--- src/rtl/cmd_launch_pkg.sv ---
package cmd_launch_pkg;
  localparam int WORD_W     = 32;
  localparam int START_POS  = 31;
  localparam int WAITD_POS  = 13;
  localparam int ABORT_POS  = 14;
  localparam int CLKUPD_POS = 21;
  localparam int BOOTON_POS = 24;
  localparam int BOOTOFF_POS = 26;

  typedef struct packed {
    logic load;       // take wrData into the word register
    logic loadStart;  // value given to the launch flag on load
    logic clearStart; // handoff done, drop the launch flag
  } strobe_t;
endpackage

--- src/rtl/cmd_launch_dp.sv ---
module cmd_launch_dp
  import cmd_launch_pkg::*;
#(
  parameter int W = WORD_W,
  parameter int SP = START_POS
) (
  input  logic         clk,
  input  logic         rstN,
  input  strobe_t      strobe,
  input  logic [W-1:0] wrData,
  output logic [W-1:0] word
);
  localparam int LOW_W = SP;

  logic [LOW_W-1:0] fieldReg;
  logic             startReg;

  always_ff @(posedge clk or negedge rstN) begin
    if (!rstN) begin
      fieldReg <= '0;
      startReg <= 1'b0;
    end else if (strobe.load) begin
      fieldReg <= wrData[LOW_W-1:0];
      startReg <= strobe.loadStart;
    end else if (strobe.clearStart) begin
      startReg <= 1'b0;
    end
  end

  assign word = {startReg, fieldReg};


  launch_clear_chk: assert property (@(posedge clk) disable iff (!rstN)
    strobe.clearStart && !strobe.load |=> !word[SP]);
endmodule

--- src/rtl/cmd_launch_ctrl.sv ---
module cmd_launch_ctrl
  import cmd_launch_pkg::*;
#(
  parameter int W = WORD_W
) (
  input  logic         clk,
  input  logic         rstN,
  input  logic         wrEn,
  input  logic [W-1:0] wrData,
  input  logic [W-1:0] word,
  input  logic         dataBusy,
  input  logic         seqReady,
  input  logic         seqDone,
  output strobe_t      strobe,
  output logic         issueValid,
  output logic         cmdDonePulse,
  output logic         clkUpdDonePulse,
  output logic         lockErrPulse,
  output logic         bootErrPulse
);
  logic inFlight;
  logic flightIsClk;
  logic pending;
  logic holdForData;
  logic writeOpen;
  logic bootConflict;
  logic handoff;

  assign pending      = word[START_POS];
  assign holdForData  = word[WAITD_POS] && !word[ABORT_POS] && dataBusy;
  assign writeOpen    = wrEn && !pending;
  assign bootConflict = wrData[START_POS] && wrData[BOOTON_POS] && wrData[BOOTOFF_POS];
  assign issueValid   = pending && !inFlight && !holdForData;
  assign handoff      = issueValid && seqReady;

  always_comb begin
    strobe.load       = writeOpen;
    strobe.loadStart  = wrData[START_POS] && !bootConflict;
    strobe.clearStart = handoff;
  end

  always_ff @(posedge clk or negedge rstN) begin
    if (!rstN) begin
      inFlight        <= 1'b0;
      flightIsClk     <= 1'b0;
      cmdDonePulse    <= 1'b0;
      clkUpdDonePulse <= 1'b0;
      lockErrPulse    <= 1'b0;
      bootErrPulse    <= 1'b0;
    end else begin
      lockErrPulse    <= wrEn && pending;
      bootErrPulse    <= writeOpen && bootConflict;
      cmdDonePulse    <= inFlight && seqDone && !flightIsClk;
      clkUpdDonePulse <= inFlight && seqDone && flightIsClk;
      if (handoff) begin
        inFlight    <= 1'b1;
        flightIsClk <= word[CLKUPD_POS];
      end else if (seqDone) begin
        inFlight <= 1'b0;
      end
    end
  end


  locked_word_chk: assert property (@(posedge clk) disable iff (!rstN)
    wrEn && word[START_POS] |=> lockErrPulse && word[W-2:0] == $past(word[W-2:0]));


  single_flight_chk: assert property (@(posedge clk) disable iff (!rstN)
    issueValid && seqReady |=> !issueValid);


  boot_refuse_chk: assert property (@(posedge clk) disable iff (!rstN)
    wrEn && !word[START_POS] && bootConflict |=> bootErrPulse && !word[START_POS]);


  done_kind_chk: assert property (@(posedge clk) disable iff (!rstN)
    !(cmdDonePulse && clkUpdDonePulse));


  done_once_chk: assert property (@(posedge clk) disable iff (!rstN)
    cmdDonePulse || clkUpdDonePulse |=> !cmdDonePulse && !clkUpdDonePulse);
endmodule

--- src/rtl/cmd_launch_unit.sv ---
module cmd_launch_unit
  import cmd_launch_pkg::*;
(
  input  logic        clk,
  input  logic        rstN,
  input  logic        wrEn,
  input  logic [31:0] wrData,
  input  logic        dataBusy,
  input  logic        seqReady,
  input  logic        seqDone,
  output logic [31:0] cmdWord,
  output logic        issueValid,
  output logic        cmdDonePulse,
  output logic        clkUpdDonePulse,
  output logic        lockErrPulse,
  output logic        bootErrPulse
);
  strobe_t strobe;

  cmd_launch_dp #(.W(WORD_W), .SP(START_POS)) u_dp (
    .clk(clk), .rstN(rstN), .strobe(strobe), .wrData(wrData), .word(cmdWord)
  );

  cmd_launch_ctrl #(.W(WORD_W)) u_ctrl (
    .clk(clk), .rstN(rstN), .wrEn(wrEn), .wrData(wrData), .word(cmdWord),
    .dataBusy(dataBusy), .seqReady(seqReady), .seqDone(seqDone),
    .strobe(strobe), .issueValid(issueValid), .cmdDonePulse(cmdDonePulse),
    .clkUpdDonePulse(clkUpdDonePulse), .lockErrPulse(lockErrPulse),
    .bootErrPulse(bootErrPulse)
  );
endmodule

--- config.mk ---
export PLATFORM = sky130hd
export DESIGN_NAME = cmd_launch_unit
export DESIGN_NICKNAME = d
export VERILOG_FILES = /design/src/rtl/cmd_launch_pkg.sv /design/src/rtl/cmd_launch_dp.sv /design/src/rtl/cmd_launch_ctrl.sv /design/src/rtl/cmd_launch_unit.sv
export SDC_FILE = /design/constraint.sdc
export NUM_CORES = 1
export LEC_CHECK = 0
export ABC_CLOCK_PERIOD_IN_PS = 1970
export BUFFER_PORTS_ARGS = -buffer_cell sky130_fd_sc_hd__buf_2
export CORE_MARGIN = 1.5
export CORE_UTILIZATION = 45
export CTS_CLUSTER_DIAMETER = 60
export DETAILED_ROUTE_END_ITERATION = 7
export GPL_ROUTABILITY_DRIVEN = 0
export PLACE_DENSITY_LB_ADDON = 0.3
export SLEW_MARGIN = 20
export SYNTH_ARGS = -nofsm -noshare
export SYNTH_HDL_FRONTEND = slang
export SYNTH_SLANG_ARGS = --single-unit
--- constraint.sdc ---
create_clock -name clk -period 1.97 [get_ports clk]
set_clock_uncertainty 0.15 [all_clocks]
set_input_delay 0 -clock clk [delete_from_list [all_inputs] [get_ports clk]]
set_output_delay 0 -clock clk [all_outputs]
set_load 0.005 [all_outputs]
; ---- Word-level counts from Yosys, hierarchy flattened
; Index checks and enable logic that the tools add are counted.
[word_totals]
reg_bits = 38
[op_classes]
mux = 4
n_reduce_logical = 22
[op_table]
columns = cell, count
row1 = 1-bit logical AND, 14
row2 = 1-bit zero test, 6
row3 = 1-bit two-way mux, 4
row4 = 2-bit nonzero test, 2

; ---- Longest topological paths before layout
; Gate-level depths: netlist of run 1.
[logic_depth]
depth_word = 8
ltp_mapped = 4
depth_no_buf = 3

; ---- Modules after synthesis
; A second synthesis of run 1 with hierarchy kept.
[hier_totals]
hier_cells = 91
hier_area_um2 = 1625.3
[modules_own_cells]
columns = mod, n_inst, cells_each, area_each_um2
row1 = cmd_launch_dp, 1, 70, 1346.3
row2 = cmd_launch_ctrl, 1, 21, 279.0

; ---- Worst setup path before layout of run 1
; Ideal clock, no wire load.
[synth_path]
kind = reg-to-reg
from = register u_dp.startReg
to = register u_dp.fieldReg[0]
setup_ps = 125
t_arrival_ps = 1122
t_required_ps = 1695
path_slack_ps = 573
path_stages_with_launch = 5
synth_period_minus_slack_ps = 1397
path_cell_list = dfrtp_1 > nor2b_1 > buf_6 > buf_8 > mux2_4
[synth_via]
elab_chain_len = 2
[synth_rtl]
columns = element, line_no
row1 = "start, declared", cmd_launch_dp.sv:16  ; logic startReg;
row2 = "start signal, assigned", cmd_launch_dp.sv:24  ; startReg <= strobe.loadStart;
row3 = 1-bit zero test, cmd_launch_ctrl.sv:31  ; assign writeOpen = wrEn && !pending;
row4 = 1-bit logical AND, cmd_launch_ctrl.sv:31
row5 = "end signal, assigned", cmd_launch_dp.sv:23  ; fieldReg <= wrData[LOW_W-1:0];
row6 = "end, declared", cmd_launch_dp.sv:15  ; logic [LOW_W-1:0] fieldReg;
; Every way passes these cells.
; A chain may end at the register's enable or synchronous reset.

; ---- Final worst setup path of run 1
[layout_path]
from = register u_dp.startReg
to = register u_dp.startReg
[layout_via]
elab_chain_len = 4
[layout_rtl]
columns = element, line_no
row1 = 1-bit logical AND (2 in series), cmd_launch_ctrl.sv:33  ; assign issueValid = pending && !inFlight && !holdForData;
row2 = 1-bit logical AND, cmd_launch_ctrl.sv:34  ; assign handoff = issueValid && seqReady;
row3 = 2-bit nonzero test (no source line), n/a
; Parallel ways exist; a longest one is shown, timed or not.

==> impl_metrics.tcl, run 1 <==
set metrics [dict create \
    status "complete, no violations" \
    synth-edff-count 0 \
    synth_compound_area_share_pct 2.151 \
    synth_nets 126 \
    p_leak_nw 1.218 \
    slew_headroom_pct 46.04 \
    synth_mux_area_share_pct 29.64 \
    dp.cells 205 \
    synth_top_family_by_area "multiplexers" \
    clk_transition_reported_paths_ns 0.10 \
    nets 242 \
    yosys.area_share.simple_pct 2.709 \
    clkSinkCount 38 \
    syn_inst 88 \
    routed_via_density 4.656 \
    initial_core_util_pct 47.06 \
    final_layout_size_suffix_gt1_share_pct 55.88 \
    synth_fa_ha_area_share_pct 0 \
    io_pins 75 \
    fp.dieH_microns 62.07 \
    critPathCaptureType "flip-flop" \
    hold_class "in -> async" \
    ir_drop_mv 0.6203 \
    setup-violations-final 0 \
    dr.pass1.iters 4 \
    synth_most_common_cell "dfrtp_1" \
    startpoint_type "flip-flop" \
    syn_area_sq_um 1570 \
    avgSynthCellArea_sq_um 17.84 \
    yosys.area.top_type "dfrtp_1" \
    busiest_layer "met2" \
    finalCritPeriodShare_pct 93.04 \
    die_x_microns 62.07 \
    drtAntennaViolNets 0 \
    htreeDepth 2 \
    numCtsBuffers 5 \
    grt_max_degree 39 \
    rows 21 \
    coreArea_sq_um 3337 \
    grtUsageTotal_pct 20.30 \
    cts_tree "done" \
    synth-seq-area-share_pct 60.56 \
    hold_viol 0 \
    powerDensity_nw_per_um2 1282 \
    synth_cell_type_count 18 \
    dp_hpwl_microns 2276 \
    critPathRequiredTime_ns 2.09 \
    slowest_stage "dlygate4sd3_1" \
    ys.flop_type "dfrtp_1" \
    met3_usage_pct 5.590 \
    yosys_register_bits 38 \
    max_stage_delay_ns 0.54 \
    cts_max_path_buffers 2 \
    finalSetupTns_ns 0 \
    rsz0062_at_grt "no" \
    max_slew.worst_pin.slew_ns 0.8094 \
    die_area_sq_um 3853 \
    vias 1164 \
    grt_first_pass_wirelength_microns 5347 \
    wl_per_cell_microns 14.58 \
    critPathKind "reg -> reg" \
    grt.met2_usage_pct 34.38 \
    antennaDiodeCount 0 \
    postSynth.asyncResetShare_pct 100.0 \
    drt-initial-drc-count 54 \
    max_freq_mhz 545.6 \
    synthXorXnorAreaFrac_pct 0 \
    clk_latency_ns 0.33 \
    path_cells "nor2b_4 > buf_6 > a32o_1 > dlygate4sd3_1" \
    antenna_found_initial 0 \
    arrival_ns 1.96 \
    yosysTopAreaCellShare_pct 60.56 \
    finalMaxSlewViolations 0 \
    cts_post_setup_buffers_inserted 0 \
    instances_no_fill 250 \
    wirelength_microns 3646 \
    grtUsageMet1_pct 22.65 \
    overflow 0 \
    fin_crit_ns 1.833 \
    synthTopCellsByArea "dfrtp_1 (61%), mux2_4 (27%), mux2_2 (2.9%)" \
    synth_common_cells "dfrtp_1 (38), mux2_4 (28), mux2_2 (4)" \
    maxCapViolCount 0 \
    drc_errors 0 \
    cts_root_buf "clkbuf_4" \
    grt_pass1_vias 1204 \
    path_max_fanout 20 \
    ys_warn_count 0 \
    area_delta_synth_final_pct 51.31 \
    io_buffers 74 \
]
## layout make-up
| class | instances | area, sq um |
|---|---|---|
| inverter | 1 | 3.754 |
| clock buffer | 7 | 45.04 |
| tap | 46 | 57.56 |
| multi-input combinational | 44 | 549.3 |
| sequential | 38 | 950.9 |
| fill | 246 | 960.9 |
| timing repair buffer | 114 | 769.5 |
## report_power, final
part / internal, W / switching [W] / total, W
combinational: 0.000861 / 0.000435 / 0.00130
clock: 0.000135 / 0.000226 / 0.000360
sequential: 0.00115 / 0.000239 / 0.00139
total: 0.00215 / 0.000900 / 0.00305
## per-layer routing
layer | wire [microns] | vias to the layer above
met5 | 0 | -
met4 | 119 | 0
li1 | - | 537
met2 | 1880 | 49
met3 | 173 | 13
met1 | 1473 | 565
## worst max-delay path: cells and delay by family, from the launching register on
family | cells | cell delay, ns
simple gates | 1 | 0.15
buf+inv | 2 | 0.80
compound gates | 1 | 0.21
flops | 1 | 0.47
## state kept, by name (all words and copies together), names as in the netlist
signal and cells:
u_ctrl.bootErrPulse 1, u_ctrl.cmdDonePulse 1, u_ctrl.lockErrPulse 1, u_dp.startReg 1, u_ctrl.inFlight 1, u_dp.fieldReg 31, u_ctrl.clkUpdDonePulse 1, u_ctrl.flightIsClk 1
## logic make-up (layout without fill, tap and decap cells)
| kind of cell | count (synthesis) | after routing |
|---|---|---|
| flops | 38 | 38 |
| buf+inv | 6 | 122 |
| simple gates | 8 | 8 |
| compound gates | 4 | 4 |
| mux | 32 | 32 |
## final timing paths
check / depth (start not counted) / slack [ns] / to / startpoint
worst max-delay path: 4 / 0.14 / u_dp.startReg / u_dp.startReg
max in group asynchronous: 2 / 1.03 / u_dp.fieldReg[12] / rstN
worst max register to register: 4 / 0.14 / u_dp.startReg / u_dp.startReg
min in group clk: 4 / 0.21 / u_ctrl.flightIsClk / dataBusy
worst min register to register: 1 / 0.31 / u_ctrl.cmdDonePulse / u_ctrl.flightIsClk
worst min-delay path: 2 / 0.13 / u_dp.fieldReg[6] / rstN
## through the flow
step	area [sq um]	hold slack, ns	setup WS (ns)	power [W]	utilization (%)
2_1_floorplan	1570	-0.4456	0.5728	0.002151	-
3_3_place_gp	1947	-0.03812	0.4951	0.002542	58.34
3_5_place_dp	1947	-0.008940	0.4303	0.002604	58.34
4_1_cts	2372	0.1547	0.05730	0.003066	71.09
5_1_grt	2376	0.2023	0.04967	0.003250	71.20
6_report	2376	0.1306	0.1371	0.003045	71.20
## cells in the final DEF, fill, tap and decap left out, types with 2 or more instances in the layout
cell type	n
mux2_2	4
mux2_4	28
clkbuf_1	2
dlygate4sd3_1	38
clkbuf_4	5
dfrtp_1	38
buf_2	74
nand2_1	3
## what timing repair did
action                                  CTS  global route
hold buffers                             38             0
gates resized for setup                   0             1
endpoints found under the setup margin    0             1
hold endpoints to repair                 76             0
No activity file was read; power rests on OpenSTA's default activity.
==> run 2, diff against run 1 <==
Settings changed: ABC_CLOCK_PERIOD_IN_PS 1970 to 1450, CORE_UTILIZATION 45 to 41.
Clock period 1.97 ns to 1.45 ns, I/O delays scaled along.
==> run 2 against run 1 <==
Die area grew 9.3%. Critical path depth shrank 1. Utilization shrank 4.1 points. Worst setup slack lost 0.092 ns. Cell area grew 3.4%. Register-to-register slack lost 0.09 ns. Sequential share of layout area shrank 1.3 points. Global-route usage shrank 2.7 points. Largest cell class unchanged. Highest routed layer unchanged.
==> impl_metrics.tcl, run 2 (synthesis gave the netlist of run 1 again) <==
set metrics [dict create \
    wirelength_microns 3343 \
    hold_viol 0 \
    io_buffers 74 \
    cts_tree "done" \
    clkSinkCount 38 \
    n_fill_cell 260 \
    regArea_sq_um 950.9 \
    layout_commonest_cell "buf_2" \
    htreeDepth 2 \
    ctsResizeCount 0 \
    max_slew.worst_pin.slew_ns 0.4642 \
    antenna_found_initial 0 \
    vias 1143 \
    critPathKind "reg -> reg" \
    io_pins 75 \
    area_delta_synth_final_pct 56.41 \
    die_x_microns 64.89 \
    fin_crit_ns 1.405 \
    slew_headroom_pct 69.05 \
    regMostFlops "u_dp.fieldReg" \
    finalMaxSlewViolations 0 \
    cts_post_setup_buffers_inserted 0 \
    numCtsBuffers 5 \
    setup-violations-final 0 \
    layout_common_cells "buf_2 (74), dfrtp_1 (38), dlygate4sd3_1 (36)" \
    critPathCaptureType "flip-flop" \
    hold_slack_ns 0.03900 \
    nets 246 \
    coreArea_sq_um 3661 \
    ir_drop_mv 0.9805 \
    overflow 0 \
    die_area_sq_um 4210 \
    drt-initial-drc-count 18 \
    seq_power_share_pct 43.0 \
    rsz0062_at_grt "yes" \
    switchingPower_w 0.001233 \
    dr.pass1.iters 4 \
    initial_core_util_pct 42.89 \
    drtAntennaViolNets 0 \
    powerDensity_nw_per_um2 1770 \
    setup_ws_ns 0.04510 \
    startpoint_type "flip-flop" \
    path_max_fanout 15 \
    grt_max_degree 22 \
    cts_max_path_buffers 2 \
    critPathRequiredTime_ns 1.46 \
    rows 22 \
    routed_via_density 4.465 \
    maxCapViolCount 0 \
    wl_per_cell_microns 13.06 \
    final_core_util_pct 67.09 \
    switching_share_pct 28.36 \
    status "complete, no violations" \
    dp_hpwl_microns 2355 \
    p_int_w 0.003115 \
    combPwrFrac_pct 41.9 \
    hold_class "in -> async" \
    fp.dieH_microns 64.89 \
    multiInputGateArea_sq_um 549.3 \
    clk_latency_ns 0.28 \
    clockPowerShare_pct 15.1 \
    cts_root_buf "clkbuf_8" \
    grt_first_pass_wirelength_microns 5457 \
    grtUsageTotal_pct 17.62 \
    clk_transition_reported_paths_ns 0.07 \
    pre_cts_slack_ns 0.04951 \
    arrival_ns 1.42 \
    drc_errors 0 \
    grt_pass1_vias 1159 \
    largest_reg_flops 31 \
    finalCritPeriodShare_pct 96.89 \
    final_layout_size_suffix_gt1_share_pct 57.69 \
    max_freq_mhz 711.8 \
    antennaDiodeCount 0 \
    p_leak_nw 1.256 \
]
==> run 2: cell count changes in the layout (fill, tap and decap cells not counted), sizes merged <==
| cell | previous run | this run |
|---|---|---|
| buf | 76 | 82 |
| dlygate4sd3 | 38 | 36 |
==> run 2: worst paths after layout <==
kind                                    startpoint                   to  slack [ns]  cells after the start
min in group clk                          dataBusy      u_ctrl.inFlight        0.15                      5
worst min register to register  u_ctrl.flightIsClk  u_ctrl.cmdDonePulse        0.29                      1
worst max register to register       u_dp.startReg    u_dp.fieldReg[28]        0.05                      3
max in group asynchronous                     rstN     u_dp.fieldReg[0]        0.58                      3
worst max-delay path                 u_dp.startReg    u_dp.fieldReg[28]        0.05                      3
worst min-delay path                          rstN     u_dp.fieldReg[9]        0.04                      2
==> run 2: metrics by stage <==
stage / power, W / instance area (sq um) / setup TNS (ns) / cells
floorplan: 0.002922 / 1570 / 0 / 88
global placement: 0.003581 / 2019 / 0 / 213
detailed placement: 0.003641 / 2019 / 0 / 213
CTS: 0.004393 / 2456 / 0 / 256
global route: 0.004633 / 2456 / -0.1891 / 256
finish: 0.004348 / 2456 / 0 / 256
==> run 2: power by group through the flow <==
stage,combinational (W),sequential (W),clock (W)
after CTS,0.00185,0.00187,0.000673
after floorplan,0.00103,0.00189,0
after global placement,0.00173,0.00185,0
after detailed placement,0.00177,0.00187,0
final,0.00182,0.00187,0.000655
after global routing,0.00198,0.00193,0.000718
==> run 2: layout make-up <==
| type | instances | share of cell area (%) |
|---|---|---|
| repair buffers | 118 | 33.21 |
| clock buffers | 7 | 3.107 |
| well taps | 48 | 2.445 |
| multi-input cells | 44 | 22.36 |
| flip-flops and latches | 38 | 38.72 |
| inverters | 1 | 0.1528 |
==> run 2: what timing repair did <==
action                                  CTS  global route
endpoints found under the setup margin    0            18
hold buffers                             36             0
endpoints found under the hold margin    76             0
==> run 2: worst max-delay path, cell delays in order, from the launching register on <==
cell	delay, ns
dfrtp_1	0.42
nor2b_4	0.21
buf_12	0.19
mux2_4	0.31
==> run 2: layer usage <==
metal,share of wire (%),vias up,track usage [%]
met5,0,-,0
met4,1.2,0,3.989
met3,4.6,6,6.597
met2,52,33,30.28
met1,42,557,20.93
li1,-,547,-
==> run 3, diff against run 2 <==
Settings changed: CORE_MARGIN 1.5 to 1.
==> run 3 against run 2 <==
Cell area shrank 0.92%. Wire length rose by 3.0%. Utilization down 0.62 points. Critical endpoint is now u_dp.fieldReg[8].
==> impl_metrics.tcl, run 3 (synthesis gave the netlist of run 1 again) <==
set metrics [dict create \
    max_slew.worst_pin.slew_ns 0.4290 \
    grt_first_pass_wirelength_microns 5720 \
    drtAntennaViolNets 0 \
    grt.met2_usage_pct 32.45 \
    numCtsBuffers 5 \
    powerDensity_nw_per_um2 1785 \
    clk_latency_ns 0.29 \
    antennaDiodeCount 0 \
    initial_core_util_pct 42.89 \
    multiInputGateArea_sq_um 555.5 \
    slew_headroom_pct 71.40 \
    finalCritPeriodShare_pct 95.74 \
    regMostFlops "u_dp.fieldReg" \
    regArea_sq_um 950.9 \
    cts_post_setup_buffers_inserted 0 \
    die_x_microns 63.89 \
    io_buffers 74 \
    path_max_fanout 23 \
    n_fill_cell 271 \
    rsz0062_at_grt "no" \
    p_int_w 0.003107 \
    ir_drop_mv 1.034 \
    dp_hpwl_microns 2299 \
    setup-violations-final 0 \
    largest_reg_flops 31 \
    grtUsageMet1_pct 21.65 \
    min_from "dataBusy" \
    grt_max_degree 24 \
    seq_power_share_pct 43.0 \
    critPathLaunch "u_dp.startReg" \
    hold_class "in -> reg" \
    grt_pass1_vias 1226 \
    crit-reg2reg-launch "u_dp.startReg" \
    cts_root_buf "clkbuf_8" \
    rows 22 \
    status "complete, no violations" \
    dr.pass1.iters 5 \
    wirelength_microns 3442 \
    clkSinkCount 38 \
    design_area_sq_um 2434 \
    layout_commonest_cell "buf_2" \
    routed_via_density 4.575 \
    grtUsageTotal_pct 19.14 \
    critPathRequiredTime_ns 1.47 \
    arrival_ns 1.40 \
    max_freq_mhz 720.4 \
    vias 1153 \
    startpoint_type "flip-flop" \
    overflow 0 \
    antenna_found_initial 0 \
    combPwrFrac_pct 41.2 \
    critPathCaptureType "flip-flop" \
    final_layout_size_suffix_gt1_share_pct 58.33 \
    p_leak_nw 1.244 \
    coreArea_sq_um 3661 \
    clockPowerShare_pct 15.8 \
    io_pins 75 \
    placedInstanceArea_sq_um 1984 \
    wl_per_cell_microns 13.66 \
    busiest_layer "met2" \
    finalSetupTns_ns 0 \
    fp.dieH_microns 63.89 \
    layout_common_cells "buf_2 (74), dfrtp_1 (38), dlygate4sd3_1 (36)" \
    area_delta_synth_final_pct 54.98 \
    critPathKind "reg -> reg" \
    cts_max_path_buffers 2 \
    drt-initial-drc-count 23 \
    switchingPower_w 0.001238 \
    final_core_util_pct 66.47 \
    clk_transition_reported_paths_ns 0.07 \
    nets 243 \
    maxCapViolCount 0 \
    fin_crit_ns 1.388 \
    htreeDepth 2 \
    hold_viol 0 \
    die_area_sq_um 4081 \
    met3_usage_pct 5.714 \
    finalMaxSlewViolations 0 \
    drc_errors 0 \
    switching_share_pct 28.48 \
    cts_tree "done" \
]
## run 3: cell types whose count changed in the layout (fill, tap and decap cells not counted), sizes merged
cell    previous run  this run
buf               82        79
clkbuf             7         6
## run 3: per-layer routing
layer	share of wire (%)	vias up
met5	0	-
met4	3.7	0
met3	4.6	13
met2	53	38
met1	39	566
li1	-	536
## run 3: final cells by class
cell class                 instances  area share, %
sequential                        38          39.07
timing repair buffer             115          32.08
clock buffer                       6          3.393
inverter                           1         0.1542
tap                               48          2.468
multi-input combinational         44          22.83
## run 3: power by group through the flow
| stage | sequential [W] | clock, W | combinational [W] |
|---|---|---|---|
| 2_1_floorplan | 0.00189 | 0 | 0.00103 |
| 5_1_grt | 0.00193 | 0.000755 | 0.00195 |
| 6_report | 0.00187 | 0.000686 | 0.00179 |
| 4_1_cts | 0.00186 | 0.000717 | 0.00181 |
| 3_5_place_dp | 0.00187 | 0 | 0.00173 |
| 3_3_place_gp | 0.00184 | 0 | 0.00168 |
## run 3: worst paths after layout
path,end,slack [ns],depth (start not counted)
max reg2reg,u_dp.fieldReg[8],0.06,3
min reg2reg,u_ctrl.cmdDonePulse,0.28,1
max in group asynchronous,u_dp.fieldReg[2],0.61,3
max,u_dp.fieldReg[8],0.06,3
min,u_ctrl.inFlight,0.01,4
min in group asynchronous,u_dp.fieldReg[17],0.03,2
## run 3: worst max-delay path: stages (launching register included)
cell	delay, ns
dfrtp_1	0.41
nor2b_4	0.15
buf_12	0.21
mux2_2	0.35
## run 3: stage by stage
stage	hold WS [ns]	setup slack, ns	power [W]	instances
3_3_place_gp	-0.2012	0.09886	0.003524	210
5_1_grt	0.04136	0.005041	0.004635	252
3_5_place_dp	-0.1847	0.05443	0.003596	210
2_1_floorplan	-0.4456	0.05281	0.002922	88
6_report	0.01084	0.06183	0.004345	252
4_1_cts	0.03553	0.05157	0.004388	252
## run 3: timing repair
item | 4_1_cts | 5_1_grt
endpoints found under the setup margin | 0 | 1
gates resized for setup | 0 | 1
hold buffers | 36 | 0
hold endpoints to repair | 75 | 0
